===== src/rtl/lru_stack_pkg.sv =====
package lru_stack_pkg;

  // Update applied to the stack registers at the next edge.
  typedef enum logic [1:0] {
    UPD_KEEP    = 2'd0,
    UPD_PROMOTE = 2'd1,
    UPD_PUSH    = 2'd2
  } upd_e;

  // A push always wins; a promotion needs a matching reference.
  function automatic upd_e pick_update(input logic push_req,
                                       input logic ref_req,
                                       input logic found);
    if (push_req)            return UPD_PUSH;
    else if (ref_req && found) return UPD_PROMOTE;
    else                     return UPD_KEEP;
  endfunction

endpackage


===== src/rtl/lru_match.sv =====
module lru_match #(
  parameter int DEPTH  = 8,
  parameter int ADDR_W = 12,
  localparam int IDX_W = $clog2(DEPTH)
) (
  input  logic [ADDR_W-1:0] key,
  input  logic [ADDR_W-1:0] slot_addr [DEPTH],
  input  logic              slot_valid [DEPTH],
  output logic [DEPTH-1:0]  match_vec,
  output logic              any_match,
  output logic [IDX_W-1:0]  match_idx,
  output logic [ADDR_W-1:0] match_addr
);

  // One comparator per slot, all working in parallel.
  for (genvar s = 0; s < DEPTH; s++) begin : g_cmp
    assign match_vec[s] = slot_valid[s] && (slot_addr[s] == key);
  end

  // Lowest slot number wins when the key is held more than once.
  function automatic logic [IDX_W-1:0] first_set(input logic [DEPTH-1:0] v);
    logic [IDX_W-1:0] idx;
    idx = '0;
    for (int k = DEPTH-1; k >= 0; k--) begin
      if (v[k]) idx = IDX_W'(k);
    end
    return idx;
  endfunction

  assign any_match = |match_vec;
  assign match_idx = first_set(match_vec);

  // Holding value for the entry that is about to move to the top.
  assign match_addr = slot_addr[match_idx];

endmodule


===== src/rtl/lru_victim.sv =====
module lru_victim #(
  parameter int DEPTH  = 8,
  parameter int ADDR_W = 12,
  localparam int IDX_W = $clog2(DEPTH)
) (
  input  logic [ADDR_W-1:0] slot_addr [DEPTH],
  input  logic              slot_valid [DEPTH],
  output logic              empty_slot,
  output logic [IDX_W-1:0]  pos,
  output logic [ADDR_W-1:0] addr
);

  logic [DEPTH-1:0] free_vec;

  for (genvar s = 0; s < DEPTH; s++) begin : g_free
    assign free_vec[s] = !slot_valid[s];
  end

  // Valid entries fill from slot 0, so the first free slot equals the count.
  function automatic logic [IDX_W-1:0] first_free(input logic [DEPTH-1:0] v);
    logic [IDX_W-1:0] idx;
    idx = IDX_W'(DEPTH-1);
    for (int k = DEPTH-1; k >= 0; k--) begin
      if (v[k]) idx = IDX_W'(k);
    end
    return idx;
  endfunction

  assign empty_slot = |free_vec;
  assign pos        = first_free(free_vec);
  assign addr       = empty_slot ? '0 : slot_addr[DEPTH-1];

endmodule


===== src/rtl/lru_stack_regs.sv =====
module lru_stack_regs
  import lru_stack_pkg::*;
#(
  parameter int DEPTH  = 8,
  parameter int ADDR_W = 12,
  localparam int IDX_W = $clog2(DEPTH)
) (
  input  logic              clk,
  input  logic              rst_n,
  input  upd_e              upd,
  input  logic [IDX_W-1:0]  promote_idx,
  input  logic [ADDR_W-1:0] promote_addr,
  input  logic [ADDR_W-1:0] push_addr,
  output logic [ADDR_W-1:0] slot_addr [DEPTH],
  output logic              slot_valid [DEPTH]
);

  for (genvar s = 0; s < DEPTH; s++) begin : g_slot
    if (s == 0) begin : g_top
      always_ff @(posedge clk or negedge rst_n) begin
        if (!rst_n) begin
          slot_addr[s]  <= '0;
          slot_valid[s] <= 1'b0;
        end else begin
          case (upd)
            UPD_PUSH: begin
              slot_addr[s]  <= push_addr;
              slot_valid[s] <= 1'b1;
            end
            UPD_PROMOTE: begin
              slot_addr[s]  <= promote_addr;
              slot_valid[s] <= 1'b1;
            end
            default: ;
          endcase
        end
      end
    end else begin : g_lower
      // Slot s takes its upper neighbour on a push, or on a promotion
      // from slot s or deeper; otherwise it holds.
      logic shift_in;
      assign shift_in = (upd == UPD_PUSH) ||
                        ((upd == UPD_PROMOTE) && (promote_idx >= IDX_W'(s)));

      always_ff @(posedge clk or negedge rst_n) begin
        if (!rst_n) begin
          slot_addr[s]  <= '0;
          slot_valid[s] <= 1'b0;
        end else if (shift_in) begin
          slot_addr[s]  <= slot_addr[s-1];
          slot_valid[s] <= slot_valid[s-1];
        end
      end
    end
  end

endmodule


===== src/rtl/lru_mtf_stack.sv =====
module lru_mtf_stack
  import lru_stack_pkg::*;
#(
  parameter int DEPTH  = 8,
  parameter int ADDR_W = 12,
  localparam int IDX_W = $clog2(DEPTH),
  localparam int SLOT_W = ADDR_W + 1
) (
  input  logic              clk,
  input  logic              rst_n,
  input  logic              ref_valid,
  input  logic [ADDR_W-1:0] ref_addr,
  input  logic              ins_valid,
  input  logic [ADDR_W-1:0] ins_addr,
  output logic              hit,
  output logic              miss,
  output logic [IDX_W-1:0]  hit_pos,
  output logic              victim_empty,
  output logic [IDX_W-1:0]  victim_pos,
  output logic [ADDR_W-1:0] victim_addr
);

  logic [ADDR_W-1:0] slot_addr  [DEPTH];
  logic              slot_valid [DEPTH];
  logic [DEPTH-1:0]  match_vec;
  logic              any_match;
  logic [IDX_W-1:0]  match_idx;
  logic [ADDR_W-1:0] hold_addr;
  upd_e              upd;

  // Named events for the checker.
  logic                    lookup_en;
  logic [ADDR_W-1:0]       top_addr;
  logic                    top_valid;
  logic [DEPTH*SLOT_W-1:0] stack_flat;

  lru_match #(.DEPTH(DEPTH), .ADDR_W(ADDR_W)) u_match (
    .key        (ref_addr),
    .slot_addr  (slot_addr),
    .slot_valid (slot_valid),
    .match_vec  (match_vec),
    .any_match  (any_match),
    .match_idx  (match_idx),
    .match_addr (hold_addr)
  );

  assign lookup_en = ref_valid && !ins_valid;
  assign hit       = lookup_en && any_match;
  assign miss      = lookup_en && !any_match;
  assign hit_pos   = hit ? match_idx : '0;
  assign upd       = pick_update(ins_valid, ref_valid, any_match);

  lru_stack_regs #(.DEPTH(DEPTH), .ADDR_W(ADDR_W)) u_regs (
    .clk          (clk),
    .rst_n        (rst_n),
    .upd          (upd),
    .promote_idx  (match_idx),
    .promote_addr (hold_addr),
    .push_addr    (ins_addr),
    .slot_addr    (slot_addr),
    .slot_valid   (slot_valid)
  );

  lru_victim #(.DEPTH(DEPTH), .ADDR_W(ADDR_W)) u_victim (
    .slot_addr  (slot_addr),
    .slot_valid (slot_valid),
    .empty_slot (victim_empty),
    .pos        (victim_pos),
    .addr       (victim_addr)
  );

  assign top_addr  = slot_addr[0];
  assign top_valid = slot_valid[0];

  for (genvar s = 0; s < DEPTH; s++) begin : g_flat
    assign stack_flat[s*SLOT_W +: SLOT_W] = {slot_valid[s], slot_addr[s]};
  end

endmodule


===== config.mk =====
export PLATFORM = sky130hd
export DESIGN_NAME = lru_mtf_stack
export DESIGN_NICKNAME = d
export VERILOG_FILES = /design/src/rtl/lru_stack_pkg.sv /design/src/rtl/lru_match.sv /design/src/rtl/lru_victim.sv /design/src/rtl/lru_stack_regs.sv /design/src/rtl/lru_mtf_stack.sv
export SDC_FILE = /design/constraint.sdc
export NUM_CORES = 1
export LEC_CHECK = 0
export CAP_MARGIN = 5
export CELL_PAD_IN_SITES_DETAIL_PLACEMENT = 0
export CELL_PAD_IN_SITES_GLOBAL_PLACEMENT = 1
export CORE_UTILIZATION = 43
export CTS_CLUSTER_DIAMETER = 100
export DETAILED_ROUTE_END_ITERATION = 8
export PLACE_DENSITY = 0.83
export SETUP_SLACK_MARGIN = 0.02
export SKIP_LAST_GASP = 1
export SLEW_MARGIN = 20
export SYNTH_ARGS = -nofsm -noshare
export SYNTH_HDL_FRONTEND = slang
export SYNTH_SLANG_ARGS = --single-unit

===== constraint.sdc =====
create_clock -name clk -period 2.5 [get_ports clk]
set_input_delay 0.25 -clock clk [delete_from_list [all_inputs] [get_ports clk]]
set_output_delay 0.25 -clock clk [all_outputs]
set_load 0.1 [all_outputs]

==> reports/summary.txt <==
Status: finished, violations left
Failing checks: setup timing
Worst setup SP type: input port
P_leak: 4.13 nW
EDFF count, synth: 0
Reg2reg start: u_regs.slot_addr[61]$_DFFE_PN0P_
Final ANT Viol Nets: 0
Final Max Slew Viols: 0
Vias in the first global route: 5,665
Register area share after synthesis: 41.7%
Worst-margin pin slew: 0.641 ns
Upper clock frequency limit: 0.323 GHz
Max Cap Viol: 0
Detailed-route wire length per cell: 21.9 um
Post-route minimum period: 3.09 ns
Final setup fails: 108
Post-DP HPWL: 14,000 um
Reg2reg path depth: 9
Synth cell types: 48
Initial antenna violation count: 0
Number of CTS-inserted buffers: 9
Crit end category: output port
Worst Hold Class: input port to async pin
Flop and latch count out of synthesis: 104
# diodes: 0
Utilization after layout: 68.1%
Syn Inst Count: 553
Fin nets: 793
Crit path kind: input port to output port
Placer Congestion: 0.931
Most frequent cells in the layout: buf_4 (159), dfrtp_1 (102), xnor2_1 (79)
Row count: 43
IO Count: 49
Commonest non-fill, non-tap cell in the layout: buf_4
Tot GR Track Use: 28.1%
Via-to-Cell Ratio: 5.63
Iteration-0 DRC count of the detailed router: 380
Clock sinks: 104
Post-route setup slack: -0.595 ns
Synth Warn #: 0
Dpl cell area: 8340 um^2
First-pass GRT wire length: 31,000 um
Share of cells above drive strength 1: 53.8%
DRT Pass-1 Iters: 5
Peak VDD IR: 428 uV
Avg Synthesized Cell Area: 11.3 um^2
I/O Buffers: 48
Root Buffer: clkbuf_16
Total power per unit cell area: 700 nW/um^2
H-tree levels: 3
Grt total ovfl: 0
Via count: 5,347
DRC Markers: 0
R2R setup slack: -0.51 ns
Clk pin slew, worst setup/hold paths: 0.07 ns
Maximum root-to-sink buffer count: 2
RSZ-0062 raised after global routing: true
Max_slew headroom: 57.2%
Largest net degree at the start of global routing: 45
Chip height: 122 um
CP arrival: 2.84 ns
Final period util: 124%
Max Clock Skew: 0.0101 ns
Hold Vio Cnt, Final: 0
Async SR Flop Fraction: 100%
Critical path data required time: 2.25 ns
Clk_lat worst skew: 0.36 ns
Post-Syn Area: 6240 um^2
Die area: 15,000 um^2
Mapped Nets: 581
Chip width: 122 um
Finished Layout Cells: 950
Final instance area: 9560 um^2
Ys flop type: dfrtp_1
Core ar.: 14,000 um^2
Area Overhead vs Synth: 53.2%
Reg-to-reg endpoint: u_regs.slot_addr[4]$_DFFE_PN0P_
TritonCTS clock tree: yes
Inst Count DP: 912
Post-Route WL: 20,800 um
Worst Path Max Fanout: 7
Initial Utilization: 44.4%
layout make-up:
| type | instances | area, um^2 |
|---|---|---|
| clock buffers | 11 | 243 |
| clock inverters | 5 | 38.8 |
| fillers | 944 | 4480 |
| inverters | 18 | 80.1 |
| multi-input cells | 393 | 3970 |
| flip-flops and latches | 104 | 2610 |
| well taps | 180 | 225 |
| repair buffers | 239 | 2400 |
where the power goes:
group	switching, mW	internal, mW
combinational	1.48	1.49
sequential	0.309	2.01
clock	0.685	0.712
total	2.47	4.22
worst max path at each step:
stage | start | end | slack (ns) | cells past startpoint
global route | u_regs.slot_addr[34]$_DFFE_PN0P_ | hit_pos[0] | -0.68 | 11
floorplan | u_regs.slot_addr[66]$_DFFE_PN0P_ | hit_pos[0] | -0.39 | 8
detailed placement | ref_addr[2] | u_regs.slot_addr[89]$_DFFE_PN0P_ | -0.97 | 10
global placement | ref_addr[0] | u_regs.slot_addr[7]$_DFFE_PN0P_ | -0.93 | 11
finish | ref_addr[8] | hit_pos[0] | -0.59 | 11
CTS | u_regs.slot_addr[61]$_DFFE_PN0P_ | hit_pos[0] | -0.52 | 9
worst max-delay path, stage by stage:
cell and delay, ns:
clkdlybuf4s50_1 0.47, buf_6 0.16, xnor2_1 0.15, nand4_1 0.21, or4_4 0.59, and4bb_2 0.28
nand2_4 0.09, nand3_4 0.10, buf_6 0.14, nor3_4 0.20, buf_12 0.20
sequential cells by signal, indices dropped and copies added (netlist names):
| signal | count |
|---|---|
| u_regs.slot_valid | 8 |
| u_regs.slot_addr | 96 |
per-layer routing:
layer | vias to the layer above | GRT usage (%) | share of wire, %
met1 | 2735 | 34.8 | 41
met3 | 47 | 6.13 | 4.4
li1 | 2405 | - | -
met4 | 0 | 13.2 | 4.1
met2 | 160 | 46.6 | 50
met5 | - | 0 | 0
stage by stage:
step	setup slack [ns]	total power, mW	TNS [ns]	hold WS, ns
global placement	-0.930	4.96	-85.16	0.287
global route	-0.677	6.93	-53.34	0.496
floorplan	-0.390	3.80	-7.70	-0.0456
CTS	-0.523	6.54	-35.93	0.469
detailed placement	-0.970	5.03	-90.08	0.306
finish	-0.595	6.69	-45.68	0.445
kinds of logic (layout without fill, tap and decap cells):
family / after synthesis / after routing / share of synthesized area, %
flops: 104 / 104 / 41.7
simple gates: 104 / 104 / 9.26
mux: 103 / 103 / 18.9
xor+xnor: 96 / 96 / 13.6
compound gates: 90 / 90 / 11.4
buf+inv: 56 / 273 / 5.09
cells in the mapped netlist, types with 2 or more instances:
cell | n | share of area [%]
mux2_4 | 10 | 2.4
o21ai_0 | 27 | 2.2
o22a_1 | 12 | 1.7
nor3_1 | 2 | 0.16
nand2_2 | 3 | 0.30
a21boi_0 | 2 | 0.24
mux2i_1 | 12 | 1.9
o221a_2 | 12 | 2.2
a21o_1 | 2 | 0.24
dfrtp_1 | 104 | 42
a31oi_1 | 2 | 0.20
mux2_2 | 67 | 12
mux2_1 | 14 | 2.5
buf_2 | 7 | 0.56
a32oi_1 | 12 | 1.7
and2_1 | 12 | 1.2
clkbuf_1 | 11 | 0.66
buf_4 | 8 | 0.96
inv_1 | 17 | 1.0
or4_1 | 3 | 0.36
nor4_1 | 6 | 0.60
buf_6 | 9 | 1.6
xnor2_1 | 95 | 13
nand2_1 | 32 | 1.9
o31ai_1 | 12 | 1.4
nand4_1 | 16 | 1.6
buf_1 | 2 | 0.12
nor4_4 | 2 | 0.68
nor2_1 | 12 | 0.72
nand3_1 | 10 | 0.80
timing repair:
| action | 4_1_cts | 5_1_grt |
|---|---|---|
| cloned | 4 | 1 |
| hold buffers | 1 | 0 |
| setup endpoints to repair | 109 | 108 |
| buffers inserted | 17 | 14 |
| endpoints found under the hold margin | 41 | 0 |
| pin swaps | 40 | 15 |
| gates resized for setup | 97 | 36 |
No activity file was read; power rests on OpenSTA's default activity.
